File: src/rtl/spi_cfg_pkg.sv
package spi_cfg_pkg;
  localparam int unsigned ADDR_W = 6;
  localparam int unsigned BYTE_W = 8;

  localparam logic [ADDR_W-1:0] ADR_SCRATCH = 6'h0A;
  localparam logic [ADDR_W-1:0] ADR_IFACE   = 6'h14;
  localparam logic [ADDR_W-1:0] ADR_CONV    = 6'h18;
  localparam logic [ADDR_W-1:0] ADR_RST     = 6'h1D;
  localparam logic [ADDR_W-1:0] ADR_DATA    = 6'h2C;

  localparam logic [1:0] RST_ARM  = 2'b11;
  localparam logic [1:0] RST_FIRE = 2'b10;

  typedef enum logic [2:0] {
    CM_CONT     = 3'd0,
    CM_ONESHOT  = 3'd1,
    CM_SINGLE   = 3'd2,
    CM_PERIODIC = 3'd3,
    CM_STANDBY  = 3'd4
  } conv_mode_e;
endpackage

File: src/rtl/spi_cfg_shifter.sv
module spi_cfg_shifter #(
  parameter int unsigned BYTE_W = 8
) (
  input  logic              clk_i,
  input  logic              rst_ni,
  input  logic              sclk_i,
  input  logic              csn_i,
  input  logic              mosi_i,
  input  logic [BYTE_W-1:0] tx_next_i,
  output logic              miso_o,
  output logic              frame_start_o,
  output logic              byte_done_o,
  output logic [BYTE_W-1:0] rx_byte_o
);
  localparam int unsigned CNT_W = $clog2(BYTE_W);

  logic              sclk_q, csn_q, start_q;
  logic [CNT_W-1:0]  cnt_q;
  logic [BYTE_W-1:0] rx_q, tx_q;
  logic              rise, fall;

  assign rise          = sclk_i & ~sclk_q & ~csn_i;
  assign fall          = ~sclk_i & sclk_q & ~csn_i;
  assign frame_start_o = csn_q & ~csn_i;
  assign byte_done_o   = rise && (cnt_q == CNT_W'(BYTE_W-1));
  assign rx_byte_o     = {rx_q[BYTE_W-2:0], mosi_i};
  assign miso_o        = tx_q[BYTE_W-1];

  always_ff @(posedge clk_i or negedge rst_ni) begin
    if (!rst_ni) begin
      sclk_q  <= 1'b0;
      csn_q   <= 1'b1;
      start_q <= 1'b0;
      cnt_q   <= '0;
      rx_q    <= '0;
      tx_q    <= '0;
    end else begin
      sclk_q  <= sclk_i;
      csn_q   <= csn_i;
      start_q <= frame_start_o;
      if (csn_i) begin
        cnt_q <= '0;
        tx_q  <= '0;
      end else begin
        if (rise) begin
          rx_q  <= rx_byte_o;
          cnt_q <= (cnt_q == CNT_W'(BYTE_W-1)) ? '0 : cnt_q + 1'b1;
        end
        // first byte loads one cycle after the frame snapshot; later bytes on the boundary fall
        if (start_q)
          tx_q <= tx_next_i;
        else if (fall)
          tx_q <= (cnt_q == '0) ? tx_next_i : {tx_q[BYTE_W-2:0], 1'b0};
      end
    end
  end
endmodule

File: src/rtl/spi_cfg_regs.sv
module spi_cfg_regs
  import spi_cfg_pkg::*;
#(
  parameter int unsigned SAMPLE_W = 24
) (
  input  logic                clk_i,
  input  logic                rst_ni,
  input  logic                wr_en_i,
  input  logic [ADDR_W-1:0]   wr_addr_i,
  input  logic [BYTE_W-1:0]   wr_data_i,
  input  logic [ADDR_W-1:0]   rd_addr_i,
  output logic [BYTE_W-1:0]   rd_data_o,
  input  logic                stream_exit_i,
  input  logic                sample_valid_i,
  input  logic [SAMPLE_W-1:0] sample_data_i,
  output logic [SAMPLE_W-1:0] sample_o,
  output logic                drdy_o,
  output logic                stream_o,
  output logic [2:0]          mode_o,
  output logic [BYTE_W-1:0]   scratch_o,
  output logic                soft_rst_o
);
  logic [BYTE_W-1:0]   scratch_q;
  conv_mode_e          mode_q;
  logic                stream_q, seq_arm_q, shot_arm_q, drdy_q;
  logic [SAMPLE_W-1:0] sample_q;
  logic                soft_rst, latch_every, latch_once, take, wr_once;

  always_comb begin
    soft_rst    = wr_en_i && (wr_addr_i == ADR_RST) && (wr_data_i[1:0] == RST_FIRE) && seq_arm_q;
    latch_every = (mode_q == CM_CONT) || (mode_q == CM_PERIODIC);
    latch_once  = (mode_q == CM_ONESHOT) || (mode_q == CM_SINGLE);
    take        = sample_valid_i && (latch_every || (latch_once && shot_arm_q));
    wr_once     = (wr_data_i[2:0] == CM_ONESHOT) || (wr_data_i[2:0] == CM_SINGLE);
  end

  always_ff @(posedge clk_i or negedge rst_ni) begin
    if (!rst_ni) begin
      scratch_q  <= '0;
      mode_q     <= CM_CONT;
      stream_q   <= 1'b0;
      seq_arm_q  <= 1'b0;
      shot_arm_q <= 1'b0;
      drdy_q     <= 1'b0;
      sample_q   <= '0;
    end else if (soft_rst) begin
      scratch_q  <= '0;
      mode_q     <= CM_CONT;
      stream_q   <= 1'b0;
      seq_arm_q  <= 1'b0;
      shot_arm_q <= 1'b0;
      drdy_q     <= 1'b0;
      sample_q   <= '0;
    end else begin
      drdy_q <= take;
      if (take) begin
        sample_q <= sample_data_i;
        if (latch_once) shot_arm_q <= 1'b0;
      end
      if (stream_exit_i) stream_q <= 1'b0;
      if (wr_en_i) begin
        seq_arm_q <= (wr_addr_i == ADR_RST) && (wr_data_i[1:0] == RST_ARM);
        case (wr_addr_i)
          ADR_SCRATCH: scratch_q <= wr_data_i;
          ADR_IFACE:   stream_q  <= wr_data_i[0];
          ADR_CONV: begin
            mode_q     <= conv_mode_e'(wr_data_i[2:0]);
            shot_arm_q <= wr_once;
          end
          default: ;
        endcase
      end
    end
  end

  always_comb begin
    case (rd_addr_i)
      ADR_SCRATCH: rd_data_o = scratch_q;
      ADR_IFACE:   rd_data_o = {{(BYTE_W-1){1'b0}}, stream_q};
      ADR_CONV:    rd_data_o = {{(BYTE_W-3){1'b0}}, mode_q};
      default:     rd_data_o = '0;
    endcase
  end

  assign sample_o   = sample_q;
  assign drdy_o     = drdy_q;
  assign stream_o   = stream_q;
  assign mode_o     = mode_q;
  assign scratch_o  = scratch_q;
  assign soft_rst_o = soft_rst;
endmodule

File: src/rtl/spi_cfg_port.sv
module spi_cfg_port
  import spi_cfg_pkg::*;
#(
  parameter int unsigned DATA_BYTES = 3
) (
  input  logic                         clk_i,
  input  logic                         rst_ni,
  input  logic                         sclk_i,
  input  logic                         csn_i,
  input  logic                         mosi_i,
  output logic                         miso_o,
  input  logic                         sample_valid_i,
  input  logic [DATA_BYTES*BYTE_W-1:0] sample_data_i,
  output logic                         drdy_o
);
  localparam int unsigned SAMPLE_W = DATA_BYTES * BYTE_W;
  localparam int unsigned IDX_MAX  = DATA_BYTES + 1;
  localparam int unsigned IDX_W    = $clog2(IDX_MAX + 1);

  logic                frame_start, byte_done;
  logic [BYTE_W-1:0]   rx_byte, tx_next, rd_data, scratch;
  logic [IDX_W-1:0]    idx_q, sel;
  logic                sel_ok;
  logic                is_stream_q, is_read_q;
  logic [ADDR_W-1:0]   addr_q;
  logic [SAMPLE_W-1:0] snap_q, sample;
  logic                stream, soft_rst, wr_en, stream_exit;
  logic [2:0]          mode;

  spi_cfg_shifter #(.BYTE_W(BYTE_W)) u_shift (
    .clk_i        (clk_i),
    .rst_ni       (rst_ni),
    .sclk_i       (sclk_i),
    .csn_i        (csn_i),
    .mosi_i       (mosi_i),
    .tx_next_i    (tx_next),
    .miso_o       (miso_o),
    .frame_start_o(frame_start),
    .byte_done_o  (byte_done),
    .rx_byte_o    (rx_byte)
  );

  assign wr_en       = byte_done && (idx_q == IDX_W'(1)) && !is_stream_q && !is_read_q;
  assign stream_exit = byte_done && (idx_q == '0) && is_stream_q &&
                       (rx_byte[ADDR_W:0] == {1'b1, ADR_DATA});

  spi_cfg_regs #(.SAMPLE_W(SAMPLE_W)) u_regs (
    .clk_i         (clk_i),
    .rst_ni        (rst_ni),
    .wr_en_i       (wr_en),
    .wr_addr_i     (addr_q),
    .wr_data_i     (rx_byte),
    .rd_addr_i     (addr_q),
    .rd_data_o     (rd_data),
    .stream_exit_i (stream_exit),
    .sample_valid_i(sample_valid_i),
    .sample_data_i (sample_data_i),
    .sample_o      (sample),
    .drdy_o        (drdy_o),
    .stream_o      (stream),
    .mode_o        (mode),
    .scratch_o     (scratch),
    .soft_rst_o    (soft_rst)
  );

  always_ff @(posedge clk_i or negedge rst_ni) begin
    if (!rst_ni) begin
      idx_q       <= '0;
      is_stream_q <= 1'b0;
      is_read_q   <= 1'b0;
      addr_q      <= '0;
      snap_q      <= '0;
    end else if (frame_start) begin
      idx_q       <= '0;
      is_stream_q <= stream;
      is_read_q   <= 1'b0;
      snap_q      <= sample;
    end else if (byte_done) begin
      if (idx_q != IDX_W'(IDX_MAX)) idx_q <= idx_q + 1'b1;
      if (idx_q == '0 && !is_stream_q) begin
        is_read_q <= rx_byte[ADDR_W];
        addr_q    <= rx_byte[ADDR_W-1:0];
      end
    end
  end

  // idx_q counts finished bytes; the byte loaded next is picked from it
  always_comb begin
    tx_next = '0;
    sel     = '0;
    sel_ok  = 1'b0;
    if (is_stream_q) begin
      sel    = idx_q;
      sel_ok = 1'b1;
    end else if (is_read_q && idx_q != '0) begin
      if (addr_q == ADR_DATA) begin
        sel    = idx_q - 1'b1;
        sel_ok = 1'b1;
      end else if (idx_q == IDX_W'(1)) begin
        tx_next = rd_data;
      end
    end
    if (sel_ok) begin
      for (int b = 0; b < DATA_BYTES; b++) begin
        if (sel == IDX_W'(b)) tx_next = snap_q[SAMPLE_W-1-BYTE_W*b -: BYTE_W];
      end
    end
  end
endmodule

File: config.mk
export PLATFORM = sky130hd
export DESIGN_NAME = spi_cfg_port
export DESIGN_NICKNAME = d
export VERILOG_FILES = /design/src/rtl/spi_cfg_pkg.sv /design/src/rtl/spi_cfg_shifter.sv /design/src/rtl/spi_cfg_regs.sv /design/src/rtl/spi_cfg_port.sv
export SDC_FILE = /design/constraint.sdc
export NUM_CORES = 1
export LEC_CHECK = 0
export BUFFER_PORTS_ARGS = -buffer_cell sky130_fd_sc_hd__buf_2
export CAP_MARGIN = 20
export CORE_AREA = 5 5 127 189
export CTS_CLUSTER_DIAMETER = 50
export DETAILED_ROUTE_END_ITERATION = 7
export DIE_AREA = 0 0 132 194
export PLACE_DENSITY_LB_ADDON = 0.2
export SYNTH_ARGS = -nofsm -noshare
export SYNTH_HDL_FRONTEND = slang
export SYNTH_HIERARCHICAL = 1
export SYNTH_SLANG_ARGS = --single-unit
File: constraint.sdc
create_clock -name clk_i -period 3.9 [get_ports clk_i]
set_input_delay 0 -clock clk_i [delete_from_list [all_inputs] [get_ports clk_i]]
set_output_delay 0 -clock clk_i [all_outputs]
set_load 0.1 [all_outputs]
# Word level (Yosys, flattened, before mapping)
# Cells that the tools add are included.
[totals]
regBits = 95
latch_bits = 0
ram_bits = 0
rom_bits = 0
inputBits = 30
out_inout_bits = 2
wordCells = 137
mem_count = 0
[classes]
addsub = 3
multipliers = 0
div_mod_pow = 0
n_lt_le_gt_ge = 0
n_eq_ne = 18
shifts = 0
n_mux = 48
n_bitwise = 9
n_reduce_logical = 41
[op_table]
columns = ["op", "n"]
rows = [
  ["two-way mux 8 bit", 15],
  ["two-way mux 24 bit", 2],
  ["two-way mux 3 bit", 12],
  ["case mux 8 bit (3 select lines)", 1],
  ["equality test 6 x 5 -> 1 bit (second input constant)", 3],
  ["two-way mux 1 bit", 18],
  ["nonzero test 2 bit", 8],
  ["logical AND 1 bit", 15],
  ["equality test 3 x 1 -> 1 bit (second input constant)", 4],
  ["equality test 3 x 2 -> 1 bit (second input constant)", 4],
  ["zero test 3 bit", 4],
  ["AND reduction 2 bit", 5],
  ["equality test 7 bit (second input constant)", 1],
  ["adder 3 x 1 -> 3 bit (second input constant)", 2],
  ["equality test 6 x 4 -> 1 bit (second input constant)", 1],
  ["equality test 6 bit (second input constant)", 1],
  ["nonzero test 3 bit", 2],
  ["bitwise AND 1 bit", 5],
  ["equality test 2 bit (second input constant)", 2],
  ["logical OR 1 bit", 4],
  ["NOT 1 bit", 4],
  ["equality test 3 bit (second input constant)", 1],
  ["inequality test 3 bit (second input constant)", 1],
  ["AND reduction 3 bit", 1],
  ["other kinds (2)", 3],
]

# Logic depth before layout (Yosys ltp)
[depth]
depth_word = 14
ltp_mapped = 9
ltp_nobuf = 8

# By module
# The synthesis kept the hierarchy.
[by_module_without_submodules]
columns = ["module", "instances", "cells_each", "area_per_inst_um2", "seq_area_each_um2"]
rows = [
  ["spi_cfg_regs", 1, 257, 2494.9, 975.9],
  ["spi_cfg_port", 1, 152, 1883.1, 875.8],
  ["spi_cfg_shifter", 1, 89, 1046.0, 526.8],
]

# Worst setup path before layout
# No wires, ideal clock.
[synth_path]
kind = "reg2reg"
from = "register idx_q[1]"
to = "register u_regs.sample_q[10] (netlist: u_regs/sample_o[10])"
setup_time_ns = 0.128
t_arrival_ns = 2.149
required_ns = 3.772
slack_ns = 1.624
path_stages_with_launch = 10
path_buffers = 2
period_less_slack_ns = 2.276
cell_sequence = "dfrtp_1 inv_1 ha_1 or3b_4 nor3b_1 nand2_1 nor4_2 buf_4 buf_4 a31oi_1"
[synth_between]
elab_chain_len = 8
word_cells_on_any_way = 9
classes_between = "eq/ne: 1; mux: 1; reduce/logical: 7"
[synth_rtl]
columns = ["element", "line_no", "source"]
rows = [
  ["start: declaration", "spi_cfg_port.sv:22", "logic [IDX_W-1:0] idx_q, sel;"],
  ["start signal: assignment", "spi_cfg_port.sv:79", "if (idx_q != IDX_W'(IDX_MAX)) idx_q <= idx_q + 1'b1;"],
  ["equality test 3 x 1 -> 1 bit (*)", "spi_cfg_port.sv:43", "assign wr_en = byte_done && (idx_q == IDX_W'(1)) && !is_stream_q && !is_read_q;"],
  ["logical AND 1 bit (*) (3 in a row)", "spi_cfg_port.sv:43", ""],
  ["net wr_en", "spi_cfg_port.sv:27", "logic stream, soft_rst, wr_en, stream_exit;"],
  ["logical AND 1 bit (*) (3 in a row)", "spi_cfg_regs.sv:30", "soft_rst = wr_en_i && (wr_addr_i == ADR_RST) && (wr_data_i[1:0] == RST_FIRE) && seq_arm_q;"],
  ["two-way mux 24 bit or nonzero test 2 bit (tied branches)", "n/a", ""],
  ["end signal: assignment", "spi_cfg_regs.sv:57", "sample_q <= sample_data_i;"],
  ["end: declaration", "spi_cfg_regs.sv:26", "logic [SAMPLE_W-1:0] sample_q;"],
]
# The timed path passes the listed nets; every way through them passes the cells marked *.
# A chain may end at the register's enable or synchronous reset.

# Worst setup path in the final report
[layout_path]
from = "register u_shift.sclk_q"
to = "register u_regs.scratch_q[5] (netlist: u_regs/scratch_o[5])"
[layout_between]
elab_chain_len = 12
word_cells_on_any_way = 14
classes_between = "mux: 1; bitwise: 3; reduce/logical: 10"
[layout_rtl]
columns = ["element", "line_no", "source"]
rows = [
  ["start: declaration", "spi_cfg_shifter.sv:17", "logic sclk_q, csn_q, start_q;"],
  ["start signal: assignment", "spi_cfg_shifter.sv:38", "sclk_q <= sclk_i;"],
  ["NOT 1 bit (*)", "spi_cfg_shifter.sv:22", "assign rise = sclk_i & ~sclk_q & ~csn_i;"],
  ["bitwise AND 1 bit (*) (2 in a row)", "spi_cfg_shifter.sv:22", ""],
  ["logical AND 1 bit (*)", "spi_cfg_shifter.sv:25", "assign byte_done_o = rise && (cnt_q == CNT_W'(BYTE_W-1));"],
  ["net byte_done", "spi_cfg_port.sv:20", "logic frame_start, byte_done;"],
  ["logical AND 1 bit (*) (3 in a row)", "spi_cfg_port.sv:43", ""],
  ["net wr_en", "spi_cfg_port.sv:27", ""],
  ["logical AND 1 bit (3 in a row)", "spi_cfg_regs.sv:30", ""],
  ["nonzero test 2 bit (no source line)", "n/a", ""],
  ["AND reduction 2 bit (no source line)", "n/a", ""],
  ["end signal: assignment", "spi_cfg_regs.sv:64", "ADR_SCRATCH: scratch_q <= wr_data_i;"],
  ["end: declaration", "spi_cfg_regs.sv:23", "logic [BYTE_W-1:0] scratch_q;"],
]
# Marked as above.

==> flow_summary.ini <==
[critical_path]
path_class = register to register
cpMaxStageDelayCell = nor3b_1
r2r-start = u_shift/sclk_q
critPathLaunch = u_shift/sclk_q
start_kind = register
cp_max_fo = 9
crit_path_frequent_cell = nor2_2
endpoint_kind = register
slowest_delay_ns = 0.77
path_cells = nand2b_1, nor2_2, and2_1, nor3b_1, nand4bb_1, nor2_2, o2bb2ai_1
critPathRequiredTime_ns = 4.17
arrival_ns = 3.38

[synth]
synth_top_family_by_area = simple AND/OR/NAND/NOR gates
synth_area_per_cell_sq_um = 10.9
ys_seq_area_frac = 0.439
yosys.area_share.xor_xnor = 0.0122
synthAdderAreaFrac = 0.0161
synth_edf_count = 0
muxShareOfSynthArea = 0.0826
syn_nets = 535
ys_seq_elements = 95
synth-compound-area-share = 0.180
yosys.area_share.simple = 0.224
syn_area_sq_mm = 0.00542
async_flop_share = 1.00
synthDistinctLibCells = 64
ys_warn_count = 6
syn_inst = 498
synth-main-ff-cell = dfrtp_1

[routing]
vias_per_cell = 5.06
antenna_left = 0
drtIter0Drc = 233
drc_errors = 0
routed_wirelength_um = 14100
wl_per_cell_um = 17.3
dr.pass1.iters = 4
num_vias = 4138

[timing]
slew_headroom = 0.388
fin_crit_sh = 0.798
tns_ns = 0
fmax_ghz = 0.321
rsz0062_at_grt = no
holdWs_ns = 0.0190
period_minus_slack_ns = 3.11
final_hold_viol_count = 0
fin_worst_skew_ns = 0.00775
worst_slew_pin_slew_ns = 0.916
drv_slew = 0
finalSetupViolCount = 0

[clock_tree]
cts.sinks = 95
cts.path.max_buffers = 2
cts_tree = done
htreeDepth = 3
root_buffer = clkbuf_16
cts_hold_buf = 27
clock_latency_ns = 0.34
numCtsBuffers = 9
clkSlewWorstSetupHoldPaths_ns = 0.07
cts_resized = 0
post_cts_buffers = 0

[die]
dieWidth_um = 132
initial_core_util = 0.244
rows = 67
core_region_area_sq_mm = 0.0222
die_h_um = 194
pin_count = 32
die_area_sq_mm = 0.0256

[grt]
grt_usage = 0.110
antenna_found_initial = 0
grt_pass1_wl_um = 22900
grt_max_degree = 68
grt-ovfl-total = 0
grt_pass1_vias = 4168

[cells_and_area]
mostFrequentLayoutCells = 94 x dfrtp_1, 38 x mux2_2, 32 x nand3b_1
layout_commonest_cell = dfrtp_1
final_cells = 817
final_nets = 573
syn2layout_area_growth_pct = 17.4
layout-drive-gt1-share = 0.226
diodes = 0
fillers = 2305

[job]
maxCapViolations = 0

[power_and_ir_drop]
p_per_area_mw_per_mm2 = 363
vdd_drop_max_mv = 0.163
power_mw = 2.31
p_leak_nw = 2.50

[worst_hold_path]
hold_path.class = input port to register
hp-start = mosi_i

[placed_design]
dp_cells = 773
io_buffers = 31
place.gp.congestion = 0.753
dp_hpwl_um = 10000

[status]
outcome = finished, final reports clean
-- final cells by class --
cell class                 count  area [sq um]  share of cell area
inverter                      12          45.0             0.00707
clock buffer                  11           233              0.0365
clock inverter                 5          35.0             0.00550
tap                          276           345              0.0542
sequential                    95          2380               0.373
multi-input combinational    350          2800               0.440
timing repair buffer          68           531              0.0833
-- kinds of logic after synthesis --
kind of cell | after synthesis
AOI/OAI and AO/OA | 137
xor gates and xnor gates | 5
adders and majority gates | 7
buffers and inverters | 53
DFF | 95
muxes | 40
and+or+nand+nor | 161
-- per-stage QoR --
step            util  setup slack (ns)  instance area [sq um]
6_report       0.287             0.788                   6370
5_1_grt        0.287             0.576                   6370
4_1_cts        0.285             0.829                   6340
3_5_place_dp   0.261             0.856                   5800
3_3_place_gp   0.261             0.892                   5790
2_1_floorplan      -              1.62                   5420
-- cells in the mapped netlist, drive strengths merged, types with 3 or more instances --
library cell  number  area, sq um
and2               6         37.5
o2bb2ai            8         70.1
a211oi             3         40.0
buf               20          130
nand3              3         15.0
nand4b            24          210
nor2              10         42.5
a221oi             8         70.1
nor3              10         50.1
nand4bb            5         56.3
dfrtp             94         2350
nor2b              5         31.3
nor4               4         52.6
mux2              38          428
and4b             26          260
a22oi              5         47.5
inv               12         45.0
ha                 7         87.6
nand3b            32          240
clkbuf            21         78.8
a311oi             7          105
nand2b            10         62.6
xor2               3         41.3
a31oi             24          150
a21oi             31          155
o21ai             36          180
nand2             14         52.6
a22o               3         26.3
-- critical path: cells and delay by family (launching register included) --
| family | cells | cell delay (ns) |
|---|---|---|
| AOI/OAI and AO/OA | 1 | 0.16 |
| DFF | 1 | 0.38 |
| and+or+nand+nor | 6 | 2.49 |
-- final timing paths --
check / end / cells past startpoint / slack, ns
worst max-delay path: u_regs/scratch_o[5] / 7 / 0.79
max in group asynchronous: u_shift/csn_q / 3 / 2.61
worst min register to register: snap_q[21] / 1 / 0.51
min in group asynchronous: u_regs/sample_o[15] / 2 / 0.33
worst max register to register: u_regs/scratch_o[5] / 7 / 0.79
worst min-delay path: u_regs/scratch_o[0] / 2 / 0.02
-- registers in the layout (all words and copies together) (netlist names), 3 cells and up --
| signal | count |
|---|---|
| u_shift/tx_q | 8 |
| u_shift/rx_q | 7 |
| u_regs/sample_o | 24 |
| u_shift/cnt_q | 3 |
| u_regs/mode_o | 3 |
| u_regs/scratch_o | 8 |
| addr_q | 6 |
| snap_q | 24 |
| idx_q | 3 |
-- where the power goes --
part           switching [mW]  internal (mW)
Clock                   0.376          0.433
Sequential              0.114           1.10
Combinational           0.145          0.148
Total                   0.635           1.68
-- per-layer routing --
metal,global-route usage,wire length [um],part of all wire
met1,0.129,5970,0.42
met2,0.200,7510,0.53
met3,0.0130,317,0.022
met4,0.0423,319,0.023
met5,0,0,0
No activity file was read; power rests on OpenSTA's default activity.
